File: config.mk
export PLATFORM = sky130hd
export DESIGN_NAME = i2c_irq_unit
export DESIGN_NICKNAME = d
export VERILOG_FILES = /design/src/rtl/i2c_irq_pkg.sv /design/src/rtl/i2c_irq_regif.sv /design/src/rtl/i2c_irq_core.sv /design/src/rtl/i2c_irq_rx_resume.sv /design/src/rtl/i2c_irq_unit.sv
export SDC_FILE = /design/constraint.sdc
export NUM_CORES = 1
export LEC_CHECK = 0
export BUFFER_PORTS_ARGS = -buffer_cell sky130_fd_sc_hd__buf_2
export CAP_MARGIN = 40
export CORE_MARGIN = 2
export CORE_UTILIZATION = 30
export CTS_BUF_LIST = sky130_fd_sc_hd__clkbuf_4 sky130_fd_sc_hd__clkbuf_8
export CTS_CLUSTER_DIAMETER = 120
export DETAILED_ROUTE_END_ITERATION = 7
export PLACE_DENSITY = 0.56
export SYNTH_ARGS = -nofsm -noshare
export SYNTH_HDL_FRONTEND = slang
export SYNTH_HIERARCHICAL = 1
export SYNTH_SLANG_ARGS = --single-unit
File: constraint.sdc
create_clock -name clk -period 2.6 [get_ports clk]
set_clock_uncertainty 0.1 [all_clocks]
set_input_delay 0.26 -clock clk [delete_from_list [all_inputs] [get_ports clk]]
set_output_delay 0.26 -clock clk [all_outputs]
set_load 0.005 [all_outputs]
File: src/rtl/i2c_irq_pkg.sv
package i2c_irq_pkg;

    localparam int FIELD_W = 15;

    localparam int B_TX_ACK   = 0;
    localparam int B_TX_NAK   = 1;
    localparam int B_RX_DONE  = 2;
    localparam int B_STOP_BAD = 3;
    localparam int B_STOP_OK  = 4;

    typedef logic [FIELD_W-1:0] field_t;

    typedef struct packed {
        logic tx_ack;
        logic tx_nak;
        logic rx_done;
        logic stop_bad;
        logic stop_ok;
    } ev_t;

    typedef struct packed {
        logic   en_we;
        logic   st_we;
        field_t wdata;
    } regop_t;

    function automatic field_t ev_to_field(ev_t e);
        field_t f;
        f = '0;
        f[B_TX_ACK]   = e.tx_ack;
        f[B_TX_NAK]   = e.tx_nak;
        f[B_RX_DONE]  = e.rx_done;
        f[B_STOP_BAD] = e.stop_bad;
        f[B_STOP_OK]  = e.stop_ok;
        return f;
    endfunction

endpackage

File: src/rtl/i2c_irq_regif.sv
module i2c_irq_regif
    import i2c_irq_pkg::*;
#(
    parameter int ADDR_W = 4,
    parameter int DATA_W = 32,
    parameter int EN_OFS = 0,
    parameter int ST_OFS = 1
) (
    input  logic              reg_valid,
    input  logic              reg_write,
    input  logic [ADDR_W-1:0] reg_addr,
    input  logic [DATA_W-1:0] reg_wdata,
    input  field_t            enable_q,
    input  field_t            status_q,
    output regop_t            op,
    output logic [DATA_W-1:0] reg_rdata
);
    localparam int PAD_W = DATA_W - FIELD_W;
    localparam logic [ADDR_W-1:0] EN_A = ADDR_W'(EN_OFS);
    localparam logic [ADDR_W-1:0] ST_A = ADDR_W'(ST_OFS);

    logic wr;
    assign wr = reg_valid && reg_write;

    always_comb begin
        op.en_we = wr && (reg_addr == EN_A);
        op.st_we = wr && (reg_addr == ST_A);
        op.wdata = reg_wdata[FIELD_W-1:0];
    end

    always_comb begin
        if (reg_addr == EN_A)
            reg_rdata = {{PAD_W{1'b0}}, enable_q};
        else if (reg_addr == ST_A)
            reg_rdata = {{PAD_W{1'b0}}, status_q};
        else
            reg_rdata = '0;
    end
endmodule

File: src/rtl/i2c_irq_core.sv
module i2c_irq_core
    import i2c_irq_pkg::*;
(
    input  logic   clk,
    input  logic   rst,
    input  regop_t op,
    input  ev_t    ev,
    output field_t enable_q,
    output field_t status_q,
    output logic   irq_q
);
    field_t set_v, clr_v, kept, nxt;
    logic   any_ev;

    always_comb begin
        set_v  = ev_to_field(ev);
        clr_v  = op.st_we ? op.wdata : '0;
        any_ev = |set_v;
        kept   = status_q & ~clr_v;
        nxt    = any_ev ? ((kept | set_v) & enable_q) : kept;
    end

    always_ff @(posedge clk) begin
        if (rst) begin
            enable_q <= '0;
            status_q <= '0;
            irq_q    <= 1'b0;
        end else begin
            if (op.en_we)
                enable_q <= op.wdata;
            status_q <= nxt;
            irq_q    <= |nxt;
        end
    end
endmodule

File: src/rtl/i2c_irq_rx_resume.sv
module i2c_irq_rx_resume
    import i2c_irq_pkg::*;
(
    input  logic   clk,
    input  logic   rst,
    input  regop_t op,
    input  field_t status_q,
    input  logic   rx_pending,
    output logic   rx_continue_q
);
    logic go;
    assign go = op.st_we && op.wdata[B_RX_DONE] && status_q[B_RX_DONE] && rx_pending;

    always_ff @(posedge clk) begin
        if (rst) rx_continue_q <= 1'b0;
        else     rx_continue_q <= go;
    end
endmodule

File: src/rtl/i2c_irq_unit.sv
module i2c_irq_unit
    import i2c_irq_pkg::*;
#(
    parameter int ADDR_W = 4,
    parameter int DATA_W = 32,
    parameter int EN_OFS = 0,
    parameter int ST_OFS = 1
) (
    input  logic              clk,
    input  logic              rst,
    input  logic              reg_valid,
    input  logic              reg_write,
    input  logic [ADDR_W-1:0] reg_addr,
    input  logic [DATA_W-1:0] reg_wdata,
    output logic [DATA_W-1:0] reg_rdata,
    input  logic              ev_tx_ack,
    input  logic              ev_tx_nak,
    input  logic              ev_rx_done,
    input  logic              ev_stop_bad,
    input  logic              ev_stop_ok,
    input  logic              rx_pending,
    output logic              irq,
    output logic              bus_summary,
    output logic              rx_continue
);
    regop_t op;
    ev_t    ev;
    field_t enable_q, status_q;
    logic   irq_q;

    assign ev = '{tx_ack: ev_tx_ack, tx_nak: ev_tx_nak, rx_done: ev_rx_done,
                  stop_bad: ev_stop_bad, stop_ok: ev_stop_ok};

    i2c_irq_regif #(
        .ADDR_W(ADDR_W), .DATA_W(DATA_W), .EN_OFS(EN_OFS), .ST_OFS(ST_OFS)
    ) u_regif (
        .reg_valid(reg_valid), .reg_write(reg_write), .reg_addr(reg_addr),
        .reg_wdata(reg_wdata), .enable_q(enable_q), .status_q(status_q),
        .op(op), .reg_rdata(reg_rdata)
    );

    i2c_irq_core u_core (
        .clk(clk), .rst(rst), .op(op), .ev(ev),
        .enable_q(enable_q), .status_q(status_q), .irq_q(irq_q)
    );

    i2c_irq_rx_resume u_resume (
        .clk(clk), .rst(rst), .op(op), .status_q(status_q),
        .rx_pending(rx_pending), .rx_continue_q(rx_continue)
    );

    assign irq         = irq_q;
    assign bus_summary = irq_q;
endmodule

==> summary.md, run 1 <==
| Metric | Value |
|---|---|
| Outcome | complete, no violations |
| Last element of the critical path | u_core/irq_q |
| Top fanout value on the critical path | 4 |
| Unrepaired setup endpoints after global routing | false |
| Number of enable flip-flop cells after synthesis | 0 |
| Pin count of the biggest net entering global routing | 33 |
| CTS clk-pin slew, worst paths | 0.07 ns |
| Via count of the first global-routing pass | 1,548 |
| Detailed placer's ending HPWL | 3.43 mm |
| Final cell count without fillers | 346 |
| Post-detailed-route count of antenna-violating nets | 0 |
| Flop2flop setup slack | around 0.82 ns |
| RR Startpoint | u_core/status_q[11] |
| Number of hold buffers added after cts | 0 |
| Maximum frequency from static timing analysis | about 0.45 GHz |
| Worst Setup End Kind | flop |
| Total power | 0.993 mW |
| Initial Util | 31.5% |
| Placement Rows | 28 |
| Top-Level Pins | 81 |
| Total global routing track utilization | 13.4% |
| Critical Path Max Stage Delay | between 0.4 and 0.5 ns |
| Chip width | 83.4 um |
| Share of the yosys chip area belonging to registers | ~34% |
| Number of cells after detailed placement | 338 |
| Tmin final | 2.22 ns |
| Clock tree from TritonCTS | done |
| Critical path, cell by cell | buf_2 -> or3_1 -> nor2_1 -> a21boi_0 -> a2111oi_0 -> buf_4 -> o2111ai_1 -> o21ai_0 -> a31oi_1 |
| Start point of the critical path | reg_addr[3] |
| Mean Syn Cell Area | 8.04 sq um |
| Final period utilization | 85.3% |
| Master of the slowest instance on the critical path | sky130_fd_sc_hd__a2111oi_0 |
| Pins Over Slew Limit | 0 |
| Insertion delay to the later sink of the worst-skew pair | 0.28 ns |
| Die height | 83.4 um |
| Gpl congestion | approximately 0.8 |
| Clk Tree Root Cell | sky130_fd_sc_hd__clkbuf_8 |
| Portion of total power attributed to combinational logic | 8.8% |
| Part of the total power dissipated in sequential elements | 49.8% |
| Net count reported at finish | between 300 and 400 |
| Hold crit path type | input pin to flop |
| Number of vias after detailed routing | ~1.6k |
| Total count of hold-check failures in the final report | 0 |
| Routed wire length per instance | 13.3 um |
| Max-slew headroom at the worst pin | 59.5% |
| Commonest register cell after synthesis | sky130_fd_sc_hd__dfxtp_1 |
| Worst-case setup margin in the final layout | 0.382 ns |
| Unique masters post-synth | 34 |
| Path type of the worst setup path | input pin to flop |
| Number of sinks on the clock net | 32 |
| Clock buffer depth | 2 |
| Internal power contribution | between 0.7 and 0.8 mW |
| Initial antenna violation count | 0 |
| # Max-Cap Violations | 0 |
| Final Util | 35.6% |
| Fraction of power spent switching nets | a little under a quarter |
| Sw Pwr | about 0.23 mW |
| Synthesized instance count | 235 |
| Max rail drop VDD | 0.144 mV |
| Final wirelength | 4.59 mm |
| Total placed instance area | 2040 sq um |
| Post-synthesis to final-layout area growth | 13.0% |
| Violation count after the first detailed-route iteration | 78 |
| Filler cells | 647 |
| Vias per cell | approximately 4.6 |
| Number of buffers created by CTS | 5 |
| Total iterations of the first detailed-routing run | 4 |
| Area enclosed by the die boundary | around 7000 sq um |
| Warnings from Yosys | 6 |
| Data required time of the worst path | 2.64 ns |
| Worst Max-Slew Pin Slew | 0.592 ns |
| I/O Buffers | between 40 and 50 |
| FFs w/ async S/R, synth | 0% |
| Count of state elements after synthesis | 32 |
| RR Endpoint | u_core/irq_q |
| Sum of negative setup slack | 0 ns |
| Congestion Overflow GR | 0 |
| Antenna Cells | 0 |
| Gates resized, CTS repair | 0 |
| Clock power share | 41.4% |
| Power per cell area | between 400 and 500 nW/um^2 |
| Reg2reg path depth | 5 |
| Global-route wire length before repair | between 7 and 8 mm |
| Hold path startpoint | reg_wdata[10] |
| Number of endpoints failing setup at the final stage | 0 |
| Crit path DAT | 2.26 ns |
| H-tree depth reported by CTS | 2 |
| Ratio of cells with drive above 1 in the final layout | roughly a quarter |
| Leakage power summed over all cells | a little under 0.9 nW |
| Post-CTS setup buffer count | 0 |
| Startpoint type of the worst setup path | input pin |
| Mapped Area | approximately 1900 sq um |
| Post-Route Hold Slack | 0.134 ns |
| Core footprint | 5990 sq um |
| Worst-case setup slack after placement | 0.0738 ns |
| Post-route DRC violation count | 0 |
| Total non-filler cell area in the finished layout | 2130 sq um |
## power groups by stage
stage          registers, mW  clock network [mW]  logic [mW]
6_report               0.495               0.411      0.0876
5_1_grt                0.495               0.451      0.0971
4_1_cts                0.495               0.425      0.0887
3_5_place_dp           0.506                   0      0.0883
3_3_place_gp           0.506                   0      0.0879
2_1_floorplan          0.505                   0      0.0843
## state kept, by name (all words and copies together) (netlist names)
signal	count
u_core/enable_q	15
u_core/status_q	15
u_resume/rx_continue_q	1
u_core/irq_q	1
## cells by family after synthesis
| logic type | count (synthesis) | synth area share [%] |
|---|---|---|
| buf+inv | 50 | 17.9 |
| mux | 30 | 15.9 |
| compound gates | 17 | 6.49 |
| simple gates | 105 | 25.6 |
| flops | 32 | 33.9 |
| other cells | 1 | 0.198 |
## Yosys cell counts (all sizes together) (4+ instances only)
library cell,n,area (sq um)
nor2b,4,25.0
mux2i,30,300
dfxtp,32,641
buf,41,305
nor3,13,76.3
nand2,22,82.6
inv,6,22.5
nand3,11,55.1
nor2,47,176
## layout make-up
| class | count | area [sq um] | area share (%) |
|---|---|---|---|
| multi-input cells | 169 | 975 | 45.7 |
| well taps | 75 | 93.8 | 4.40 |
| repair buffers | 56 | 305 | 14.3 |
| clock buffers | 8 | 97.6 | 4.57 |
| inverters | 6 | 22.5 | 1.06 |
| flip-flops and latches | 32 | 641 | 30.0 |
## cells in the final DEF (no fill, tap or decap), types with 2 or more instances in the layout
cell | Yosys | layout
sky130_fd_sc_hd__nor3_1 | 12 | 11
sky130_fd_sc_hd__mux2i_1 | 30 | 30
sky130_fd_sc_hd__o211ai_1 | 3 | 3
sky130_fd_sc_hd__clkbuf_8 | 0 | 6
sky130_fd_sc_hd__conb_1 | 1 | 17
sky130_fd_sc_hd__nor2_1 | 47 | 47
sky130_fd_sc_hd__a2111oi_0 | 3 | 3
sky130_fd_sc_hd__o21ai_0 | 2 | 2
sky130_fd_sc_hd__clkbuf_4 | 0 | 2
sky130_fd_sc_hd__nor2b_1 | 4 | 4
sky130_fd_sc_hd__nand2_1 | 22 | 22
sky130_fd_sc_hd__inv_1 | 6 | 6
sky130_fd_sc_hd__nand3_1 | 11 | 11
sky130_fd_sc_hd__buf_2 | 4 | 46
sky130_fd_sc_hd__a21oi_1 | 3 | 3
sky130_fd_sc_hd__dfxtp_1 | 32 | 32
sky130_fd_sc_hd__buf_4 | 34 | 10
## worst max-delay path: cells and delay by family
family | cells | cell delay [ns]
buffers and inverters | 2 | 0.27
and+or+nand+nor | 2 | 0.69
AOI/OAI and AO/OA | 5 | 1.04
## how the worst min path moves through the flow
stage                                         to  depth (start not counted)
after CTS                    u_core/enable_q[10]                          3
after global placement       u_core/status_q[14]                          2
after global routing          u_core/enable_q[8]                          3
after floorplan           u_resume/rx_continue_q                          1
final                        u_core/enable_q[10]                          3
after detailed placement     u_core/status_q[14]                          2
## routing by layer
| metal | vias up | part of all wire (%) | GRT usage (%) |
|---|---|---|---|
| met2 | 50 | 47 | 21.8 |
| met3 | 5 | 6.4 | 4.37 |
| li1 | 813 | - | - |
| met1 | 735 | 46 | 16.5 |
| met5 | - | 0 | 0 |
| met4 | 0 | 1.2 | 4.92 |
Power figures use the tool's default switching activity.
==> run 2: changes to the inputs <==
--- a/config.mk
+++ b/config.mk
@@ -12,8 +12,7 @@
 export CTS_BUF_LIST = sky130_fd_sc_hd__clkbuf_4 sky130_fd_sc_hd__clkbuf_8
 export CTS_CLUSTER_DIAMETER = 120
 export DETAILED_ROUTE_END_ITERATION = 7
-export PLACE_DENSITY = 0.56
+export PLACE_DENSITY = 0.57
 export SYNTH_ARGS = -nofsm -noshare
 export SYNTH_HDL_FRONTEND = slang
-export SYNTH_HIERARCHICAL = 1
 export SYNTH_SLANG_ARGS = --single-unit
==> summary.md, run 2 <==
| Metric | Value |
|---|---|
| Number of vias after detailed routing | 1,460 |
| Number of hold buffers added after cts | 0 |
| Area contributors post-synth | sky130_fd_sc_hd__dfxtp_1 39%, sky130_fd_sc_hd__buf_4 8.2%, sky130_fd_sc_hd__a22o_1 8.0%, sky130_fd_sc_hd__nand2_1 8.0%, sky130_fd_sc_hd__a21oi_1 4.6% |
| Post-route DRC violation count | 0 |
| Detailed placer's ending HPWL | 2.88 mm |
| Insertion delay to the later sink of the worst-skew pair | 0.28 ns |
| Synthesized instance count | 199 |
| Most frequent cells after synthesis | 35 x sky130_fd_sc_hd__nand2_1, 32 x sky130_fd_sc_hd__dfxtp_1, 18 x sky130_fd_sc_hd__buf_4 |
| Final cell count without fillers | roughly 310 |
| Clock buffer depth | 2 |
| Via count of the first global-routing pass | 1,428 |
| I/O Buffers | 46 |
| Total count of hold-check failures in the final report | 0 |
| Die height | 78 um |
| Pins Over Slew Limit | 0 |
| Unique masters post-synth | 34 |
| Core footprint | ~5200 sq um |
| Largest area contributor in the netlist | sky130_fd_sc_hd__dfxtp_1 |
| Net count reported at finish | 289 |
| Initial antenna violation count | 0 |
| Gates resized, CTS repair | 0 |
| Filler cells | roughly 580 |
| Commonest register cell after synthesis | sky130_fd_sc_hd__dfxtp_1 |
| Worst Max-Slew Pin Slew | between 0.6 and 0.7 ns |
| Path type of the worst setup path | input pin to primary output |
| Total global routing track utilization | ~14% |
| Number of endpoints failing setup at the final stage | 0 |
| Sum of negative setup slack | 0 ns |
| Pin count of the biggest net entering global routing | 33 |
| H-tree depth reported by CTS | 2 |
| Vias per cell | 4.65 |
| Number of enable flip-flop cells after synthesis | 0 |
| Ratio of cells with drive above 1 in the final layout | approximately 27% |
| Number of sinks on the clock net | 32 |
| Top-Level Pins | 81 |
| Chip width | 78 um |
| Top fanout value on the critical path | 10 |
| Area enclosed by the die boundary | slightly above 6000 sq um |
| Leakage power summed over all cells | 0.803 nW |
| Antenna Cells | 0 |
| FFs w/ async S/R, synth | 0% |
| Total iterations of the first detailed-routing run | 4 |
| Hold crit path type | input pin to flop |
| Tmin final | 1.90 ns |
| Share of the yosys chip area belonging to registers | 39.0% |
| Post-CTS setup buffer count | 0 |
| Registers with the most flip-flops | u_core.enable_q: 15 flops, u_core.status_q: 15 flops |
| Count of state elements after synthesis | 32 |
| Worst Setup End Kind | primary output |
| Top-count cell post-synth | sky130_fd_sc_hd__nand2_1 |
| Initial Util | roughly a third |
| Unrepaired setup endpoints after global routing | false |
| Outcome | complete, no violations |
| Congestion Overflow GR | 0 |
| Global-route wire length before repair | ~6.6 mm |
| Maximum frequency from static timing analysis | 0.526 GHz |
| Mean Syn Cell Area | 8.26 sq um |
| Number of cells after detailed placement | approximately 310 |
| # Max-Cap Violations | 0 |
| Routed wire length per instance | approximately 13 um |
| Max rail drop VDD | roughly 0.16 mV |
| Gpl congestion | 0.816 |
| Startpoint type of the worst setup path | input pin |
| Most frequent standard cell in the layout excluding fill and tap cells | sky130_fd_sc_hd__buf_2 |
| Final wirelength | around 4.1 mm |
| CTS clk-pin slew, worst paths | about 0.06 ns |
| Post-synthesis to final-layout area growth | 19.8% |
| Mapped Area | between 1500 and 2000 sq um |
| Placement Rows | 26 |
| Share of Yosys cell area claimed by the top area cell type | between 30 and 40% |
| Final period utilization | 73.2% |
| Violation count after the first detailed-route iteration | 69 |
| Most frequent cells in the layout | 46 x sky130_fd_sc_hd__buf_2, 35 x sky130_fd_sc_hd__nand2_1, 32 x sky130_fd_sc_hd__dfxtp_1 |
| Crit path DAT | approximately 1.5 ns |
| Power per cell area | around 500 nW/um^2 |
| Max-slew headroom at the worst pin | a little under three fifths |
| Number of buffers created by CTS | 5 |
| Warnings from Yosys | 0 |
| Post-detailed-route count of antenna-violating nets | 0 |
| Clock tree from TritonCTS | done |
| Data required time of the worst path | 2.24 ns |
| Clk Tree Root Cell | sky130_fd_sc_hd__clkbuf_8 |
run 2: cell types whose count changed after synthesis, sizes merged, moves of 8 or more:
cell and change:
a31oi +10, mux2i -30, a21oi +12, nor3 -13
nor2 -32, a22o +15, nand3 -8, buf -16
nand2 +13
run 2: final timing paths:
check | depth (start not counted) | startpoint | endpoint | slack, ns
worst max-delay path | 5 | reg_addr[1] | reg_rdata[4] | 0.70
worst min-delay path | 3 | reg_wdata[14] | u_core.enable_q[14] | 0.13
worst max register to register | 4 | u_core.enable_q[14] | u_core.irq_q | 1.29
worst min register to register | 2 | u_core.status_q[2] | u_resume.rx_continue_q | 0.36
run 2: metrics by stage:
stage | hold WS [ns] | cell area (sq um) | worst slack [ns] | power [mW] | util [%]
after floorplan | 0.238 | 1700 | 0.953 | 0.560 | -
after detailed placement | 0.348 | 1870 | 0.445 | 0.582 | 35.9
after CTS | 0.124 | 1970 | 0.678 | 0.991 | 37.8
after global placement | 0.346 | 1870 | 0.488 | 0.582 | 35.9
after global routing | 0.143 | 1970 | 0.600 | 1.01 | 37.8
final | 0.133 | 1970 | 0.698 | 0.975 | 37.8
run 2: cell type report:
class                           count  area [sq um]  share of cell area (%)
Tap cell                           70          87.6                    4.45
Multi-Input combinational cell    141           813                    41.3
Clock buffer                        8          97.6                    4.96
Sequential cell                    32           641                    32.5
Inverter                           11          41.3                    2.10
Timing Repair Buffer               52           288                    14.6
run 2: cell families after synthesis:
logic type | share of synthesized area [%]
AO/OA/AOI/OAI | 25.4
buffers and inverters | 15.7
flip-flops | 39.0
other | 0.228
AND/OR/NAND/NOR | 19.7
run 2: per-layer routing:
| metal | global-route usage [%] | vias to the layer above | routed length [um] |
|---|---|---|---|
| met2 | 23.0 | 32 | 1940 |
| met3 | 3.02 | 5 | 184 |
| met4 | 6.14 | 0 | 57 |
| li1 | - | 751 | - |
| met5 | 0 | - | 0 |
| met1 | 17.0 | 672 | 1880 |
run 2: where the power goes:
part	switching (mW)	total (mW)	internal [mW]
Clock	0.167	0.404	0.236
Combinational	0.0481	0.0762	0.0281
Sequential	0.00178	0.495	0.493
Total	0.217	0.975	0.758
run 2: critical path, stage by stage:
cell and delay (ns):
sky130_fd_sc_hd__buf_2 0.13, sky130_fd_sc_hd__nor4_4 0.63, sky130_fd_sc_hd__buf_4 0.25, sky130_fd_sc_hd__a22o_1 0.15, sky130_fd_sc_hd__buf_2 0.12
